`config.mk`:
```
export PLATFORM = sky130hd
export DESIGN_NAME = serial_oversample_rx
export DESIGN_NICKNAME = d
export VERILOG_FILES = /design/src/rtl/osrx_pkg.sv /design/src/rtl/osrx_line_filter.sv /design/src/rtl/osrx_bit_timer.sv /design/src/rtl/serial_oversample_rx.sv
export SDC_FILE = /design/constraint.sdc
export NUM_CORES = 1
export LEC_CHECK = 0
export ABC_AREA = 1
export BUFFER_PORTS_ARGS = -buffer_cell sky130_fd_sc_hd__buf_2
export CAP_MARGIN = 20
export CORE_MARGIN = 5
export CORE_UTILIZATION = 50
export CTS_CLUSTER_DIAMETER = 60
export DETAILED_ROUTE_END_ITERATION = 10
export PLACE_DENSITY = 0.69
export RECOVER_POWER = 50
export SYNTH_ARGS = -nofsm -noshare
export SYNTH_HDL_FRONTEND = slang
export SYNTH_HIERARCHICAL = 1
export SYNTH_SLANG_ARGS = --single-unit
```
`constraint.sdc`:
```
create_clock -name clk -period 3.4 [get_ports clk]
set_input_delay 0.68 -clock clk [delete_from_list [all_inputs] [get_ports clk]]
set_output_delay 0.68 -clock clk [all_outputs]
set_load 0.05 [all_outputs]
```
`src/rtl/osrx_pkg.sv`:
```
package osrx_pkg;
  typedef enum logic [1:0] {
    RX_IDLE  = 2'd0,
    RX_START = 2'd1,
    RX_DATA  = 2'd2,
    RX_STOP  = 2'd3
  } rx_state_e;
endpackage

```
`src/rtl/osrx_line_filter.sv`:
```
module osrx_line_filter #(
  parameter int SYNC_STAGES = 2
) (
  input  logic clk,
  input  logic rst_n,
  input  logic line_i,
  output logic filt_o
);
  logic [SYNC_STAGES-1:0] sync_q;
  logic [1:0]             hist_q;
  logic                   sync_out;
  logic                   vote;

  assign sync_out = sync_q[SYNC_STAGES-1];
  // majority of the newest synchronised sample and the two before it
  assign vote = (sync_out & hist_q[0]) | (sync_out & hist_q[1]) | (hist_q[0] & hist_q[1]);

  always_ff @(posedge clk or negedge rst_n) begin
    if (!rst_n) begin
      sync_q <= '1;
      hist_q <= '1;
      filt_o <= 1'b1;
    end else begin
      sync_q <= {sync_q[SYNC_STAGES-2:0], line_i};
      hist_q <= {hist_q[0], sync_out};
      filt_o <= vote;
    end
  end

  // the filtered line moves only when two of the three voting samples agree
  p_edge_needs_two_r2: assert property (@(posedge clk) disable iff (!rst_n)
    (filt_o != $past(filt_o)) |->
      ($past(sync_out) == filt_o) &&
      (($past(hist_q[0]) == filt_o) || ($past(hist_q[1]) == filt_o)));
endmodule

```
`src/rtl/osrx_bit_timer.sv`:
```
module osrx_bit_timer #(
  parameter int BASE_OS = 4,
  parameter int SEL_W   = 2,
  parameter int CNT_W   = 5
) (
  input  logic             clk,
  input  logic             rst_n,
  input  logic [SEL_W-1:0] ratio_sel,
  input  logic             load_half,
  input  logic             load_full,
  output logic             tick
);
  localparam int RW = CNT_W + 1;

  logic [RW-1:0]    ratio;
  logic [CNT_W-1:0] full_m1, half_m1;
  logic [CNT_W-1:0] cnt_q, cnt_n;

  assign ratio   = RW'(BASE_OS) << ratio_sel;
  assign full_m1 = CNT_W'(ratio - RW'(1));
  assign half_m1 = CNT_W'((ratio >> 1) - RW'(1));
  assign tick    = (cnt_q == '0);

  always_comb begin
    cnt_n = cnt_q;
    if (load_half)          cnt_n = half_m1;
    else if (load_full)     cnt_n = full_m1;
    else if (cnt_q != '0)   cnt_n = cnt_q - CNT_W'(1);
  end

  always_ff @(posedge clk or negedge rst_n) begin
    if (!rst_n) cnt_q <= '0;
    else        cnt_q <= cnt_n;
  end

  // the phase count always stays inside one bit period
  p_count_in_window_r5: assert property (@(posedge clk) disable iff (!rst_n)
    {1'b0, cnt_q} < ratio);
endmodule

```
`src/rtl/serial_oversample_rx.sv`:
```
module serial_oversample_rx #(
  parameter int BASE_OS     = 4,
  parameter int SEL_W       = 2,
  parameter int DATA_BITS   = 8,
  parameter int SYNC_STAGES = 2
) (
  input  logic                 clk,
  input  logic                 rst_n,
  input  logic [SEL_W-1:0]     ratio_sel,
  input  logic                 rx_line,
  output logic [DATA_BITS-1:0] rx_data,
  output logic                 rx_valid,
  output logic                 rx_ferr
);
  import osrx_pkg::*;

  localparam int MAX_OS = BASE_OS << ((1 << SEL_W) - 1);
  localparam int CNT_W  = $clog2(MAX_OS);
  localparam int BIT_W  = $clog2(DATA_BITS);

  logic                 filt, filt_d_q;
  logic                 fall, any_edge, tick;
  logic                 load_half, load_full;
  rx_state_e            state_q, state_n;
  logic [BIT_W-1:0]     bit_q, bit_n;
  logic [DATA_BITS-1:0] shift_q, shift_n, data_n;
  logic                 valid_n, ferr_n;

  osrx_line_filter #(.SYNC_STAGES(SYNC_STAGES)) u_filter (
    .clk(clk), .rst_n(rst_n), .line_i(rx_line), .filt_o(filt));

  osrx_bit_timer #(.BASE_OS(BASE_OS), .SEL_W(SEL_W), .CNT_W(CNT_W)) u_timer (
    .clk(clk), .rst_n(rst_n), .ratio_sel(ratio_sel),
    .load_half(load_half), .load_full(load_full), .tick(tick));

  assign fall     = filt_d_q & ~filt;
  assign any_edge = filt_d_q ^ filt;

  always_comb begin
    state_n   = state_q;
    bit_n     = bit_q;
    shift_n   = shift_q;
    data_n    = rx_data;
    ferr_n    = rx_ferr;
    valid_n   = 1'b0;
    load_half = 1'b0;
    load_full = 1'b0;
    unique case (state_q)
      RX_IDLE: if (fall) begin
        load_half = 1'b1;
        state_n   = RX_START;
      end
      RX_START: if (tick) begin
        if (filt) state_n = RX_IDLE;
        else begin
          load_full = 1'b1;
          bit_n     = '0;
          state_n   = RX_DATA;
        end
      end
      RX_DATA: if (tick) begin
        shift_n   = {filt, shift_q[DATA_BITS-1:1]};
        load_full = 1'b1;
        if (bit_q == BIT_W'(DATA_BITS - 1)) state_n = RX_STOP;
        else                                bit_n   = bit_q + BIT_W'(1);
      end else if (any_edge) begin
        load_half = 1'b1;
      end
      RX_STOP: if (tick) begin
        valid_n = 1'b1;
        data_n  = shift_q;
        ferr_n  = ~filt;
        state_n = RX_IDLE;
      end else if (any_edge) begin
        load_half = 1'b1;
      end
      default: state_n = RX_IDLE;
    endcase
  end

  always_ff @(posedge clk or negedge rst_n) begin
    if (!rst_n) begin
      state_q  <= RX_IDLE;
      filt_d_q <= 1'b1;
      bit_q    <= '0;
      shift_q  <= '0;
      rx_data  <= '0;
      rx_valid <= 1'b0;
      rx_ferr  <= 1'b0;
    end else begin
      state_q  <= state_n;
      filt_d_q <= filt;
      bit_q    <= bit_n;
      shift_q  <= shift_n;
      rx_data  <= data_n;
      rx_valid <= valid_n;
      rx_ferr  <= ferr_n;
    end
  end

  // strobe lasts exactly one cycle
  p_valid_single_r7: assert property (@(posedge clk) disable iff (!rst_n)
    rx_valid |=> !rx_valid);
  // strobe only follows the stop-bit sample
  p_valid_from_stop_r7: assert property (@(posedge clk) disable iff (!rst_n)
    rx_valid |-> ($past(state_q) == RX_STOP));
  // error flag holds between strobes
  p_ferr_holds_r7: assert property (@(posedge clk) disable iff (!rst_n)
    !rx_valid |-> (rx_ferr == $past(rx_ferr)));
  // a start bit found high at its midpoint returns to idle with no byte
  p_abort_start_r4: assert property (@(posedge clk) disable iff (!rst_n)
    (state_q == RX_START && tick && filt) |=> (state_q == RX_IDLE && !rx_valid));
  // a frame begins only after a falling filtered edge
  p_start_on_fall_r3: assert property (@(posedge clk) disable iff (!rst_n)
    (state_q == RX_START && $past(state_q) == RX_IDLE) |->
      ($past(filt_d_q) && !$past(filt)));
endmodule

```
# Yosys cells after proc, flatten, opt, wreduce, memory -nomap -nowiden
# Cells that the tools add are included.
[totals] reg_bits=34 inputBits=5 out_inout_bits=10 word_cells=69
[op_classes] addsub=4 eq_ne=11 n_shift=1 mux=24 bitwise_logic=8 n_reduce_logical=10
[op_table] operator="5-bit two-way mux" count=3
[op_table] operator="5-bit by 1-bit subtractor with 5-bit output (second input constant)" count=3
[op_table] operator="2-bit inequality test (second input constant)" count=7
[op_table] operator="2-bit two-way mux" count=6
[op_table] operator="3-bit two-way mux" count=4
[op_table] operator="5-bit AND reduction" count=2
[op_table] operator="2-bit case mux with 4 select lines" count=1
[op_table] operator="1-bit two-way mux" count=7
[op_table] operator="3-bit case mux with 2 select lines" count=1
[op_table] operator="3-bit by 2-bit << shifter with 6-bit output (first input constant)" count=1
[op_table] operator="5-bit zero test" count=1
[op_table] operator="5-bit nonzero test" count=1
[op_table] operator="1-bit AND" count=4
[op_table] operator="2-bit == test (second input constant)" count=2
[op_table] operator="1-bit case mux with 2 select lines" count=2
[op_table] operator="2-bit AND reduction" count=2
[op_table] operator="3-bit by 1-bit adder with 3-bit output (second input constant)" count=1
[op_table] operator="3-bit == test (second input constant)" count=1
[op_table] operator="3-bit nonzero test" count=1
[op_table] operator="2-bit by 1-bit == test with 1-bit output (second input constant)" count=1
[op_table] operator="2-bit zero test" count=1
[op_table] operator="1-bit OR" count=2
[op_table] operator="2-bit nonzero test" count=1
[op_table] operator="2-bit OR reduction" count=1
[op_table] operator="other kinds (2)" count=2

# Depth between registers and ports, before layout
[logic_depth] depth_word=5 depth_mapped=15 mapped_depth_nobuf=15

# By module
# The synthesis kept the hierarchy.
[modules_own_cells] mod="serial_oversample_rx" n_inst=1 cells_per_inst=118 area_each_um2=1108.6 seq_area_each_um2=601.8
[modules_own_cells] mod="osrx_bit_timer" n_inst=1 cells_per_inst=60 area_each_um2=381.6 seq_area_each_um2=125.1
[modules_own_cells] mod="osrx_line_filter" n_inst=1 cells_per_inst=9 area_each_um2=152.6 seq_area_each_um2=131.4

# Worst setup path before layout
# Ideal clock, no wire load.
[synth_path] kind="register to register" start="reg u_timer.cnt_q[2]" end="reg u_timer.cnt_q[2]" setup_ns=0.073 t_arrival_ns=2.409 t_required_ns=3.327 path_slack_ns=0.918 stages_incl_launch_ff=14 n_path_buf=0 period_less_slack_ns=2.482 path_cell_list="dfrtp_1 nor2_1 nand2_1 nor3_1 inv_2 o21ai_1 o21a_1 nor2_1 nor2_2 nand2_1 and2_1 ha_1 or2_1 a21oi_2"
[synth_between] elab_cells_between_ends=12 classes_between="add/sub: 1; mux: 8; reduce/logical: 3"
[synth_rtl] item="start: declaration" line="osrx_bit_timer.sv:17" rtl="logic [CNT_W-1:0] cnt_q, cnt_n;"
[synth_rtl] item="start signal: assignment" line="osrx_bit_timer.sv:33" rtl="else cnt_q <= cnt_n;"
[synth_rtl] item="5-bit zero test (*)" line="osrx_bit_timer.sv:22" rtl="assign tick = (cnt_q == '0);"
[synth_rtl] item="via tick" line="serial_oversample_rx.sv:22" rtl="logic fall, any_edge, tick;"
[synth_rtl] item="1-bit two-way mux (*)" line="serial_oversample_rx.sv:61" rtl="RX_DATA: if (tick) begin"
[synth_rtl] item="1-bit case mux with 2 select lines (*)" line="serial_oversample_rx.sv:48" rtl="unique case (state_q)"
[synth_rtl] item="via load_half" line="serial_oversample_rx.sv:23" rtl="logic load_half, load_full;"
[synth_rtl] item="3-bit nonzero test (no line) / 5-bit two-way mux (equally long branches)"
# The timed path passes the listed nets; every way through them passes the cells marked *. The select of a mux whose other input is x is not followed.
# A chain may end at the register's enable or synchronous reset.

# Final worst setup path
[layout_path] start="reg state_q[0]" end="reg u_timer.cnt_q[2]"
[layout_between] elab_chain_len=4 elab_cells_between_ends=10 classes_between="eq/ne: 3; mux: 4; reduce/logical: 3"
[layout_lines] item="start: declaration" line="serial_oversample_rx.sv:24" rtl="rx_state_e state_q, state_n;"
[layout_lines] item="start signal: assignment" line="serial_oversample_rx.sv:91" rtl="state_q <= state_n;"
[layout_lines] item="2-bit == test" line="serial_oversample_rx.sv:48"
[layout_lines] item="2-bit OR reduction (no line)"
[layout_lines] item="1-bit case mux with 2 select lines (*)" line="serial_oversample_rx.sv:48"
[layout_lines] item="via load_half" line="serial_oversample_rx.sv:23"
[layout_lines] item="3-bit nonzero test (no line) / 5-bit two-way mux (equally long branches)"
# The timed path passes the listed nets; every way through them passes the cells marked *.

==> flow_metrics.env <==
export IMPL_synth_cell_types=25
export IMPL_cp_common_cell="ha_1"
export IMPL_synth_top_family_by_area="simple AND/OR/NAND/NOR gates"
export IMPL_synth_area_mm2=0.001643
export IMPL_antenna_found_initial=0
export IMPL_drv_cap=1
export IMPL_drtIter0Drc=27
export IMPL_worst_setup_path_type="reg2reg"
export IMPL_peakVddDrop_uv=361.2
export IMPL_io_buffers=14
export IMPL_cp_start_kind="flip-flop"
export IMPL_rsz0062_at_grt="false"
export IMPL_grt_overflow_total=0
export IMPL_place_inst=244
export IMPL_multiInputGateArea_um2=678.2
export IMPL_n_antenna_cell=0
export IMPL_initial_core_util_pct=52.94
export IMPL_wl_met1_um=1255
export IMPL_die_w_um=67.32
export IMPL_routed_via_count=1206
export IMPL_critical_path_top_delay_family="simple AND/OR/NAND/NOR gates"
export IMPL_wl_um=2787
export IMPL_cts_sinks=34
export IMPL_synthTopCellsByArea="dfrtp_1 (43%), nand2_1 (13%), dfstp_2 (9.6%), ha_1 (6.9%), inv_1 (4.8%)"
export IMPL_hold_slack_ns=0.3697
export IMPL_rr_startpoint="state_q[0]"
export IMPL_dr_pass1_iters=4
export IMPL_fin_crit_ns=2.486
export IMPL_hp_start="u_filter/sync_q[0]"
export IMPL_min_path_type="reg2reg"
export IMPL_cp_data_arrival_time_ns=2.77
export IMPL_clock_latency_ns=0.34
export IMPL_slowest_stage="dfrtp_1"
export IMPL_hpwl_um=2128
export IMPL_crit_buf_inv=1
export IMPL_tightest_slew_ns=1.675
export IMPL_drc=0
export IMPL_failed_checks="capacitance limit, slew limit"
export IMPL_syn_avg_cell_area_um2=8.785
export IMPL_synth_compound_area_share_pct=10.81
export IMPL_fp_dieArea_mm2=0.004532
export IMPL_yosysMostFrequentCell="nand2_1"
export IMPL_setup_tns_ns=0
export IMPL_rows=20
export IMPL_seqCellArea_um2=858.3
export IMPL_syn_num_nets=201
export IMPL_slew_violations=35
export IMPL_drt_wirelength_per_cell_um=11.06
export IMPL_post_cts_setup_buffers=0
export IMPL_cts_tree="built"
export IMPL_synth_xor_area_share_pct=0
export IMPL_grt_pass1_wl_um=5030
export IMPL_synth_edff_count=0
export IMPL_maxSlewHeadroom_pct=-11.70
export IMPL_synth_adder_area_share_pct=6.855
export IMPL_power_density_mw_per_mm2=667.4
export IMPL_synthMuxAreaShare_pct=0
export IMPL_yosysTopAreaCell="dfrtp_1"
export IMPL_drive_gt1_share_pct=21.15
export IMPL_clk_path_buf_depth=2
export IMPL_slowest_delay_ns=0.48
export IMPL_syn_to_final_growth_pct=11.73
export IMPL_end_kind="flip-flop"
export IMPL_yosys_area_share_simple_pct=23.61
export IMPL_final_antenna_net_count=0
export IMPL_ctsHtreeMaxLevel=2
export IMPL_via_per_inst=4.786
export IMPL_routabilityCongestion=0.8397
export IMPL_core_mm2=0.003103
export IMPL_yosys_area_top_type_share_pct=42.65
export IMPL_leakage_nw=0.9331
export IMPL_ys_seq_area_share_pct=52.25
export IMPL_dr_wl_met2_um=1322
export IMPL_setup_viol=0
export IMPL_ios=15
export IMPL_postSynthCellCount=187
export IMPL_ys_seq_elements=34
export IMPL_ys_flop_type="dfrtp_1"
export IMPL_cts_resized=0
export IMPL_cts_clk_slew_worst_paths_ns=0.10
export IMPL_grt_max_degree=35
export IMPL_routed_wl_met3_um=124
export IMPL_cp_required_ns=3.68
export IMPL_layout_cells_non_filler=252
export IMPL_cp_max_fo=7
export IMPL_track_usage_pct=15.15
export IMPL_cp_cell_sequence="inv_1, ha_1, o21ai_1, o21a_1, nor2_1, nor2_2, nand2_1, and2_1, ha_1, or2_1, a21oi_2"
export IMPL_finalHoldViolations=0
export IMPL_cts_root_buffer="clkbuf_4"
export IMPL_clock_fmax_ghz=0.4022
export IMPL_num_fill_cells=301
export IMPL_startpoint="state_q[0]"
export IMPL_outcome="finished, violations left"
export IMPL_die_h_um=67.32
export IMPL_worst_slack_ns=0.9136
export IMPL_synthArstFlopShare_pct=100.0
export IMPL_cts_hold_buf=0
export IMPL_finClkSkew_ns=0.007877
export IMPL_fin_crit_sh_pct=73.13
export IMPL_dp_slack_ns=0.9384
export IMPL_ys_warn_count=6
export IMPL_fin_nets=221
export IMPL_cts_buffers=5
export IMPL_grt_pass1_vias=1247
export IMPL_ys_top_cells_by_count="nand2_1 (56), dfrtp_1 (28), inv_1 (21)"
export IMPL_highest_layer="met4"
[per-stage QoR]
step,util [%],cell area (µm²),total power [mW]
after CTS,59.19,1837,1.243
after detailed placement,56.69,1759,0.9495
after floorplan,-,1643,0.8463
final,59.15,1836,1.225
after global placement,56.69,1759,0.9242
after global routing,59.15,1836,1.330
[state kept, by name, summed over array words and instances (netlist names), named ones only]
register and count:
u_timer/cnt_q 5, u_filter/filt_o 1, shift_q 8, rx_ferr 1, state_q 1, u_filter/hist_q 2
rx_valid 1, bit_q 3, u_filter/sync_q 2, filt_d_q 1, rx_data 8
[per-layer routing]
| layer | up-vias | global-route usage [%] |
|---|---|---|
| met1 | 551 | 16.05 |
| met5 | - | 0 |
| met4 | 0 | 9.873 |
| li1 | 624 | - |
| met3 | 10 | 5.158 |
| met2 | 21 | 25.52 |
[report_power, final]
part / switching, mW / internal [mW] / total [mW]
clock network: 0.133 / 0.152 / 0.285
registers: 0.0495 / 0.471 / 0.521
logic: 0.265 / 0.154 / 0.419
[worst paths after layout]
check	endpoint	slack, ns	cells past startpoint
hold reg to reg	u_filter/sync_q[1]	0.37	0
min in group asynchronous	shift_q[5]	0.76	1
setup / recovery	u_timer/cnt_q[2]	0.91	11
hold / removal	u_filter/sync_q[1]	0.37	0
setup reg to reg	u_timer/cnt_q[2]	0.91	11
max in group asynchronous	state_q[0]	1.67	1
[final cells by class]
type / count / share of cell area, %
Clock buffer: 5 / 2.045
Inverter: 24 / 4.908
Sequential cell: 34 / 46.76
Clock inverter: 3 / 2.181
Tap cell: 44 / 2.999
Timing Repair Buffer: 15 / 4.158
Multi-Input combinational cell: 127 / 36.95
[placed cells by master, fill, tap and decap left out, drive strengths merged]
cell	instances
clkbuf	6
nand3	8
clkinv	4
dfstp	6
bufinv	1
or2	1
nor3	2
a21oi	4
o21a	1
dfrtp	28
o21ai	22
o211a	1
nand2	60
buf	14
nand4	1
ha	9
nor2	17
inv	22
and2	1
[logic make-up after synthesis]
family                     Yosys count
adders and majority gates            9
and+or+nand+nor                     90
AOI/OAI and AO/OA                   28
DFF                                 34
buffers and inverters               26
(Power assumes the default switching activity.)
